[src/rtl/irq_pkg.sv]
package irq_pkg;
  localparam int unsigned IRQ_N = 8;
  localparam int unsigned IRQ_W = $clog2(IRQ_N);
  localparam int unsigned CASCADE_BIT = 2;

  typedef logic [IRQ_N-1:0] irq_vec_t;
  typedef logic [IRQ_W-1:0] irq_idx_t;
endpackage

[src/rtl/irq_req_latch.sv]
module irq_req_latch #(
  parameter int unsigned N = irq_pkg::IRQ_N
) (
  input  logic         clk_i,
  input  logic         rst_ni,
  input  logic [N-1:0] req_i,
  input  logic [N-1:0] level_sel_i,
  input  logic [N-1:0] clr_i,
  output logic [N-1:0] pend_o
);
  logic [N-1:0] pend_q, prev_q, pend_d;

  for (genvar i = 0; i < N; i++) begin : g_bit
    always_comb begin
      if (level_sel_i[i]) pend_d[i] = req_i[i];
      else                pend_d[i] = (pend_q[i] | (req_i[i] & ~prev_q[i])) & ~clr_i[i];
    end
  end

  always_ff @(posedge clk_i or negedge rst_ni) begin
    if (!rst_ni) begin
      pend_q <= '0;
      prev_q <= '0;
    end else begin
      pend_q <= pend_d;
      prev_q <= req_i;
    end
  end

  assign pend_o = pend_q;

  p_level_follow_r2: assert property (@(posedge clk_i) disable iff (!rst_ni)
    1'b1 |=> ((pend_q & $past(level_sel_i)) == ($past(req_i) & $past(level_sel_i))));

  p_edge_hold_r3: assert property (@(posedge clk_i) disable iff (!rst_ni)
    1'b1 |=> (($past(pend_q) & ~$past(level_sel_i) & ~$past(clr_i) & ~pend_q) == '0));
endmodule

[src/rtl/irq_prio_pick.sv]
module irq_prio_pick #(
  parameter int unsigned N          = irq_pkg::IRQ_N,
  parameter int unsigned W          = irq_pkg::IRQ_W,
  parameter bit          IS_MASTER  = 1'b1,
  parameter int unsigned CASC_BIT   = irq_pkg::CASCADE_BIT
) (
  input  logic         clk_i,
  input  logic         rst_ni,
  input  logic [N-1:0] pend_i,
  input  logic [N-1:0] mask_i,
  input  logic [N-1:0] isr_i,
  input  logic [W-1:0] base_i,
  input  logic         nested_mode_i,
  output logic         valid_o,
  output logic [W-1:0] idx_o
);
  // Offset of the first set bit, scanning from base; N means empty.
  function automatic logic [W:0] scan(input logic [N-1:0] v, input logic [W-1:0] b);
    logic [W:0]   r;
    logic [W-1:0] pos;
    r = (W+1)'(N);
    for (int k = N - 1; k >= 0; k--) begin
      pos = W'(k) + b;
      if (v[pos]) r = (W+1)'(k);
    end
    return r;
  endfunction

  logic [N-1:0] live_req, isr_rank;
  logic [W:0]   req_off, isr_off;

  if (IS_MASTER) begin : g_master
    always_comb begin
      isr_rank = isr_i;
      if (nested_mode_i) isr_rank[CASC_BIT] = 1'b0;
    end
  end else begin : g_slave
    assign isr_rank = isr_i;
  end

  assign live_req = pend_i & ~mask_i;
  assign req_off  = scan(live_req, base_i);
  assign isr_off  = scan(isr_rank, base_i);
  assign valid_o  = req_off < isr_off;
  assign idx_o    = req_off[W-1:0] + base_i;

  p_idx_unmasked_r5: assert property (@(posedge clk_i) disable iff (!rst_ni)
    valid_o |-> (pend_i[idx_o] && !mask_i[idx_o]));

  p_not_in_service_r6: assert property (@(posedge clk_i) disable iff (!rst_ni)
    valid_o |-> !isr_rank[idx_o]);
endmodule

[src/rtl/irq_isr_ctrl.sv]
module irq_isr_ctrl #(
  parameter int unsigned N = irq_pkg::IRQ_N,
  parameter int unsigned W = irq_pkg::IRQ_W
) (
  input  logic         clk_i,
  input  logic         rst_ni,
  input  logic         ack_i,
  input  logic         valid_i,
  input  logic [W-1:0] idx_i,
  input  logic [N-1:0] level_sel_i,
  input  logic         auto_eoi_i,
  input  logic         auto_rotate_i,
  input  logic         base_we_i,
  input  logic [W-1:0] base_i,
  input  logic         eoi_i,
  input  logic [W-1:0] eoi_idx_i,
  output logic [N-1:0] isr_o,
  output logic [W-1:0] base_o,
  output logic [N-1:0] pend_clr_o
);
  logic [N-1:0] isr_q, isr_d;
  logic [W-1:0] base_q, base_d;
  logic         ack_fire;

  assign ack_fire = ack_i & valid_i;

  always_comb begin
    isr_d  = isr_q;
    base_d = base_q;
    if (ack_fire && !auto_eoi_i) isr_d[idx_i] = 1'b1;
    if (ack_fire && auto_eoi_i && auto_rotate_i) base_d = idx_i + W'(1);
    if (eoi_i) isr_d[eoi_idx_i] = 1'b0;
    if (base_we_i) base_d = base_i;
  end

  always_ff @(posedge clk_i or negedge rst_ni) begin
    if (!rst_ni) begin
      isr_q  <= '0;
      base_q <= '0;
    end else begin
      isr_q  <= isr_d;
      base_q <= base_d;
    end
  end

  assign pend_clr_o = ack_fire ? ((N'(1) << idx_i) & ~level_sel_i) : '0;
  assign isr_o      = isr_q;
  assign base_o     = base_q;

  p_ack_sets_isr_r8: assert property (@(posedge clk_i) disable iff (!rst_ni)
    (ack_fire && !auto_eoi_i && !eoi_i) |=> isr_q[$past(idx_i)]);

  p_auto_eoi_keep_r9: assert property (@(posedge clk_i) disable iff (!rst_ni)
    (ack_fire && auto_eoi_i && !eoi_i) |=> (isr_q == $past(isr_q)));

  p_eoi_clears_r10: assert property (@(posedge clk_i) disable iff (!rst_ni)
    eoi_i |=> !isr_q[$past(eoi_idx_i)]);

  p_idle_ack_r12: assert property (@(posedge clk_i) disable iff (!rst_ni)
    (ack_i && !valid_i && !eoi_i) |=> $stable(isr_q));
endmodule

[src/rtl/irq_resolver.sv]
module irq_resolver #(
  parameter int unsigned N         = irq_pkg::IRQ_N,
  parameter int unsigned W         = irq_pkg::IRQ_W,
  parameter bit          IS_MASTER = 1'b1
) (
  input  logic         clk_i,
  input  logic         rst_ni,
  input  logic [N-1:0] req_i,
  input  logic [N-1:0] level_sel_i,
  input  logic [N-1:0] mask_i,
  input  logic         nested_mode_i,
  input  logic         auto_eoi_i,
  input  logic         auto_rotate_i,
  input  logic         base_we_i,
  input  logic [W-1:0] base_i,
  input  logic         ack_i,
  input  logic         eoi_i,
  input  logic [W-1:0] eoi_idx_i,
  output logic         irq_valid_o,
  output logic [W-1:0] irq_idx_o,
  output logic [N-1:0] pending_o,
  output logic [N-1:0] in_service_o
);
  logic [N-1:0] pend, isr, pend_clr;
  logic [W-1:0] base;
  logic         valid;
  logic [W-1:0] idx;

  irq_req_latch #(.N(N)) u_latch (
    .clk_i       (clk_i),
    .rst_ni      (rst_ni),
    .req_i       (req_i),
    .level_sel_i (level_sel_i),
    .clr_i       (pend_clr),
    .pend_o      (pend)
  );

  irq_prio_pick #(.N(N), .W(W), .IS_MASTER(IS_MASTER)) u_pick (
    .clk_i         (clk_i),
    .rst_ni        (rst_ni),
    .pend_i        (pend),
    .mask_i        (mask_i),
    .isr_i         (isr),
    .base_i        (base),
    .nested_mode_i (nested_mode_i),
    .valid_o       (valid),
    .idx_o         (idx)
  );

  irq_isr_ctrl #(.N(N), .W(W)) u_isr (
    .clk_i         (clk_i),
    .rst_ni        (rst_ni),
    .ack_i         (ack_i),
    .valid_i       (valid),
    .idx_i         (idx),
    .level_sel_i   (level_sel_i),
    .auto_eoi_i    (auto_eoi_i),
    .auto_rotate_i (auto_rotate_i),
    .base_we_i     (base_we_i),
    .base_i        (base_i),
    .eoi_i         (eoi_i),
    .eoi_idx_i     (eoi_idx_i),
    .isr_o         (isr),
    .base_o        (base),
    .pend_clr_o    (pend_clr)
  );

  assign irq_valid_o  = valid;
  assign irq_idx_o    = idx;
  assign pending_o    = pend;
  assign in_service_o = isr;

  p_reset_quiet_r1: assert property (@(posedge clk_i) disable iff (!rst_ni)
    $rose(rst_ni) |-> (pending_o == '0 && in_service_o == '0));
endmodule

[config.mk]
export PLATFORM = sky130hd
export DESIGN_NAME = irq_resolver
export DESIGN_NICKNAME = d
export VERILOG_FILES = /design/src/rtl/irq_pkg.sv /design/src/rtl/irq_req_latch.sv /design/src/rtl/irq_prio_pick.sv /design/src/rtl/irq_isr_ctrl.sv /design/src/rtl/irq_resolver.sv
export SDC_FILE = /design/constraint.sdc
export NUM_CORES = 1
export LEC_CHECK = 0
export BUFFER_PORTS_ARGS = -buffer_cell sky130_fd_sc_hd__buf_2
export CAP_MARGIN = 40
export CORE_ASPECT_RATIO = 1.25
export CORE_MARGIN = 3
export CORE_UTILIZATION = 54
export CTS_CLUSTER_SIZE = 12
export DETAILED_ROUTE_END_ITERATION = 8
export HOLD_SLACK_MARGIN = 0.08
export PLACE_DENSITY = 0.85
export SKIP_LAST_GASP = 1
export SYNTH_ARGS = -nofsm -noshare
export SYNTH_HDL_FRONTEND = slang
export SYNTH_HIERARCHICAL = 1
export SYNTH_SLANG_ARGS = --single-unit
export TNS_END_PERCENT = 50
[constraint.sdc]
create_clock -name clk_i -period 4.5 [get_ports clk_i]
set_input_delay 0.45 -clock clk_i [delete_from_list [all_inputs] [get_ports clk_i]]
set_output_delay 0.45 -clock clk_i [all_outputs]
set_load 0.01 [all_outputs]
[Yosys cells after proc, flatten, opt, wreduce, memory -nomap -nowiden]
Index checks and enable logic that the tools add are counted.
Word-level totals
  register bits: 27
  bits in latches: 0
  memory bits (writable): 0
  ROM bits: 0
  input bits: 38
  output and inout bits: 20
  logic and storage cells: 148
  memories kept: 0
Operators by class
  $add $sub $neg: 9
  $mul: 0
  div/mod/pow operators: 0
  magnitude comparators: 13
  equal/unequal tests: 0
  shifts and indexed selects: 1
  muxes and demuxes: 66
  bitwise operators: 48
  reductions and logical operators: 7
Operators with widths (number)
  two-way mux 4 bit: 16
  binary-select mux 1 bit (select 3 bit): 16
  less-than comparator 3 x 4 -> 1 bit (second input constant): 10
  two-way mux 1 bit: 27
  AND 8 bit: 3
  two-way mux 8 bit: 3
  NOT 8 bit: 3
  AND 1 bit: 17
  NOT 1 bit: 16
  adder 3 bit (first input constant): 4
  OR 1 bit: 8
  OR 8 bit: 1
  << shifter 1 x 3 -> 8 bit (first input constant): 1
  adder 2 x 3 -> 3 bit (first input constant): 2
  demux 1 bit (select 3 bit): 2
  greater-or-equal comparator 3 x 1 -> 1 bit (second input constant): 2
  two-way mux 3 bit: 2
  logical AND 1 bit: 5
  less-than comparator 4 bit: 1
  adder 1 x 3 -> 3 bit (first input constant): 1
  adder 3 x 1 -> 3 bit (second input constant): 1
  adder 3 bit: 1
  nonzero test 2 bit: 1
  zero test 1 bit: 1

[Logic depth before layout (Yosys ltp)]
  depth in word-level cells: 21
  depth in mapped cells: 21
  gate-level depth less buffers: 19

[By module]
Netlist, hierarchy kept.
Modules (own cells, without submodules)
  irq_prio_pick: times used 1, cells each 109, area an instance 1117.3 um^2, seq. area each 0.0 um^2
  irq_isr_ctrl: times used 1, cells each 72, area an instance 680.7 um^2, seq. area each 275.3 um^2
  irq_req_latch: times used 1, cells each 56, area an instance 569.3 um^2, seq. area each 400.4 um^2

[Least setup slack after synthesis]
Ideal clock, no wire load.
  kind: reg-to-reg
  from: register u_isr.base_q[1] (netlist: u_isr/base_o[1])
  to: register u_latch.pend_q[2] (netlist: u_latch/pend_o[2])
  data arrival time: 3.960 ns
  path slack: 0.417 ns
  cell stages (with the launch flop): 19
  period minus slack after synthesis: 4.083 ns
  path through: dfrtp_1 buf_2 inv_1 ha_1 clkbuf_1 mux4_2 mux2_4 nor2_1 nand3_1 or2_1 ha_1 nor3_1 o21ai_0 o22ai_1 nand2_1 nor4b_1 nor2_1 o21ai_0 nand2_1
Between the ends
  elaborated cells between the ends (all ways): 64
  classes of those cells: 8 x add/sub; 1 x order compare; 1 x shift; 50 x mux; 4 x bitwise
RTL lines
  start: declaration: line irq_isr_ctrl.sv:22  | logic [W-1:0] base_q, base_d;
  start signal: assignment: line irq_isr_ctrl.sv:42  | base_q <= base_d;
  adder 3 bit: line irq_prio_pick.sv:23  | pos = W'(k) + b;
  binary-select mux 1 bit (select 3 bit): line irq_prio_pick.sv:24  | if (v[pos]) r = (W+1)'(k);
  two-way mux 1 bit (implied by the code): line irq_prio_pick.sv:24
  two-way mux 4 bit (8 in series): line irq_prio_pick.sv:24
  less-than comparator 4 bit *: line irq_prio_pick.sv:44  | assign valid_o = req_off < isr_off;
  net irq_valid_o: line irq_resolver.sv:19  | output logic irq_valid_o,
  AND 1 bit *: line irq_isr_ctrl.sv:25  | assign ack_fire = ack_i & valid_i;
  two-way mux 8 bit *: line irq_isr_ctrl.sv:46  | assign pend_clr_o = ack_fire ? ((N'(1) << idx_i) & ~level_sel_i) : '0;
  net pend_clr[2]: line irq_resolver.sv:24  | logic [N-1:0] pend, isr, pend_clr;
  NOT 1 bit *: line irq_req_latch.sv:16  | else pend_d[i] = (pend_q[i] | (req_i[i] & ~prev_q[i])) & ~clr_i[i];
  AND 1 bit *: line irq_req_latch.sv:16
  two-way mux 1 bit *: line irq_req_latch.sv:15  | if (level_sel_i[i]) pend_d[i] = req_i[i];
  net u_latch.pend_d[2]: line irq_req_latch.sv:11  | logic [N-1:0] pend_q, prev_q, pend_d;
  end signal: assignment: line irq_req_latch.sv:25  | pend_q <= pend_d;
  end: declaration: line irq_req_latch.sv:11
The timed path passes the listed nets; every way through them passes the cells marked *. The select of a mux whose other input is x is not followed.
A chain may end at the register's enable or synchronous reset.

[Worst setup path in the final report]
  from: register u_isr.base_q[1] (netlist: u_isr/base_o[1])
  to: output irq_idx_o[2]
Between the ends
  longest elaborated chain between the ends: 12
  elaborated cells between the ends (all ways): 32
  classes of those cells: 8 x add/sub; 24 x mux
RTL lines
  adder 3 bit: line irq_prio_pick.sv:23
  binary-select mux 1 bit (select 3 bit): line irq_prio_pick.sv:24
  two-way mux 1 bit (implied by the code): line irq_prio_pick.sv:24
  two-way mux 4 bit (8 in series): line irq_prio_pick.sv:24
  adder 3 bit *: line irq_prio_pick.sv:45  | assign idx_o = req_off[W-1:0] + base_i;
  end: declaration: line irq_resolver.sv:20  | output logic [W-1:0] irq_idx_o,
Every way passes the cells marked *; elsewhere a longest branch is shown, timed or not. The select of a mux whose other input is x is not followed.

==> metrics.yaml <==
crit_fanout: 11
crit_path_cell_count: 15
crit_path_start: "u_isr/base_o[1]$_DFFE_PN0P_"
worst_skew_pair.late_latency_ns: 0.27
drt_pass1_iterations: 4
drtIter0Drc: 93
seq_area_frac_synth: 0.285
finalHoldWorstSlack_ns: 0.172
min-delay-path-class: "input port to asynchronous set/reset pin"
tritoncts.num_buffers: 3
layout.core_utilization: 0.663
run_status: "finished, final reports clean"
timing.critical_path.cells: "inv_1 -> ha_1 -> xnor2_2 -> mux4_2 -> mux2_2 -> nor2b_1 -> o21ai_1 -> nand2_1 -> ha_1 -> inv_1 -> fa_1 -> xor2_1 -> xnor2_1 -> buf_4 -> buf_2"
synth.area.mux_share: 0.237
skew_ns: 0.0111
setup-violations-final: 0
port-buffer-count: 57
diodes: 0
nets_finish: 351
synth_compound_gate_area_share: 0.103
crit_family: "XOR/XNOR gates"
synthSimpleGateAreaFrac: 0.234
grt_start_max_net_pins: 28
crit-reg2reg-capture: "u_latch/pend_o[6]$_DFF_PN0_"
crit_arrival_ns: 3.77
cts-htree-levels: 1
rrSetupSlack_ns: 0.40
pin_count: 58
count_of_endpoints_failing_hold_in_the_final_timing_report: 0
antenna_found_initial: 0
worst-path-buf-inv: 4
layout-drive-gt1-share: 0.341
ys_async_sr_fraction: 1.00
dr_total_vias: 2055
gpl.final_weighted_congestion: 0.892
placeableCoreArea_um2: 4160
reg2regPathDepth: 18
rr_startpoint: "u_isr/base_o[1]$_DFFE_PN0P_"
die_height_um: 80.0
finalWorstPathRequiredPeriod_ns: 4.22
number_of_clock_sinks: 27
synth_top_cell_area_share: 0.285
syn2layout_area_growth_pct: 16.6
ys_types: 52
die_width_um: 65.2
layout_commonest_cell: "buf_2"
placedCellCount: 351
placementRows: 26
category_of_the_worst_setup_path_launch_point: "register"
syn_nets: 288
gr-usage-all-layers: 0.226
cts_hold_buffers: 0
path_class: "register to primary output"
hpwlAfterDp_um: 4510
setup_tns_ns: 0
setup.worst_path.end: "irq_idx_o[2]"
instances_no_fill: 355
timing_max_transition_violations_final: 0
timing.max_slew.rel_slack: 0.577
grt_pass1_vias: 2078
synthesis.instances: 237
synth_area_um2: 2370
worst_pin_slew_ns: 0.635
worst_path_largest_cell_delay_ns: 0.50
ys_seq_elements: 27
grt_setup_unrepaired: "false"
clock-root-buffer: "clkbuf_8"
leading_cell_types_in_the_layout_fill_and_taps_excluded: "57 x buf_2, 29 x nor2_1, 26 x dfrtp_1"
yosysWarningCount: 6
max_freq_mhz: 237
tritoncts_clock_tree: "yes"
yosys.area_share.adder: 0.0719
worst_path_max_delay_cell: "dfrtp_2"
drc: 0
wirelength_um: 5600
wl_per_cell_um: 15.8
endpoint_kind: "primary output"
synth_ff_type: "dfrtp_1"
synth_enable_flop_cells: 0
cp.required_ns: 4.05
synth_top_family_by_area: "multiplexers"
cts_buffer_depth: 2
cell_types_with_the_largest_area_share_after_synthesis: "dfrtp_1 29%, mux4_2 14%, ha_1 6.3%"
initial_core_utilization: 0.569
timing.final.crit_share: 0.938
drtAntennaViolNets: 0
share_of_the_synthesized_netlist_area_taken_by_xor_and_xnor_gates: 0.0217
path_clk_slew_ns: 0.10
synth.largest_area_cell: "dfrtp_1"
syn-mean-instance-area_um2: 9.99
grt_overflow: 0
avgViaCountPerCell: 5.79
wire_length_of_the_first_global_routing_pass_um: 9350
timing.max_cap.violations: 0
dieArea_um2: 5220
-- worst min path at each step --
stage | startpoint | endpoint | slack (ns) | cells after the start
6_report | rst_ni | u_isr/base_o[2]$_DFFE_PN0P_ | 0.17 | 1
5_1_grt | rst_ni | u_latch/prev_q[3]$_DFF_PN0_ | 0.21 | 1
4_1_cts | rst_ni | u_latch/prev_q[5]$_DFF_PN0_ | 0.20 | 1
3_5_place_dp | rst_ni | u_isr/isr_o[7]$_DFF_PN0_ | 0.49 | 1
3_3_place_gp | rst_ni | u_isr/isr_o[7]$_DFF_PN0_ | 0.49 | 1
2_1_floorplan | rst_ni | u_isr/base_o[0]$_DFFE_PN0P_ | 0.15 | 0
-- final cells by class --
| type | count | area (µm²) |
|---|---|---|
| clock buffers | 3 | 41.3 |
| clock inverters | 1 | 5.00 |
| fillers | 380 | 1400 |
| inverters | 12 | 47.5 |
| multi-input cells | 192 | 1580 |
| flip-flops and latches | 27 | 677 |
| well taps | 56 | 70.1 |
| repair buffers | 64 | 338 |
-- state kept, by name (all words and copies together), names as in the netlist --
name,cells
u_latch/prev_q,8
u_isr/base_o,3
u_isr/isr_o,8
u_latch/pend_o,8
-- cell usage after synthesis (2+ instances only) --
library cell  count
a21oi_1           8
a31oi_1           5
and4bb_2          2
buf_6             3
dfrtp_1          27
ha_1             12
inv_1            11
mux2_2            6
mux2_4            2
mux2i_1          10
mux4_2           15
nand2_1          25
nand2b_1         12
nand3_1           3
nor2_1           29
nor2b_1          11
nor3b_1           5
nor4b_1           3
o21ai_0          10
o21ai_1           3
o31ai_1           2
xnor2_1           2
xor2_1            2
-- logic make-up (layout without fill, tap and decap cells) --
group / after synthesis / count (layout)
fa+ha+maj: 13 / 13
simple gates: 102 / 102
xor+xnor: 5 / 5
compound gates: 38 / 38
buf+inv: 18 / 80
mux: 34 / 34
flops: 27 / 27
-- stage by stage --
stage / cell area, µm² / setup WS [ns]
final: 2760 / 0.278
after global routing: 2760 / 0.00578
after CTS: 2760 / 0.150
after detailed placement: 2710 / 0.281
after global placement: 2710 / 0.489
after floorplan: 2370 / 0.417
-- what timing repair did --
| item | in CTS | in global routing |
|---|---|---|
| setup endpoints to repair | 0 | 6 |
| gates resized for setup | 0 | 1 |
| buffers inserted | 0 | 0 |
-- metal layers --
| metal | GRT usage | share of wire |
|---|---|---|
| met1 | 0.275 | 0.41 |
| met2 | 0.404 | 0.53 |
| met3 | 0.0268 | 0.049 |
| met4 | 0.0830 | 0.014 |
| met5 | 0 | 0 |
Power is not shown: default switching activity piles up to over one toggle a cycle in this logic, so the estimate is an artifact.
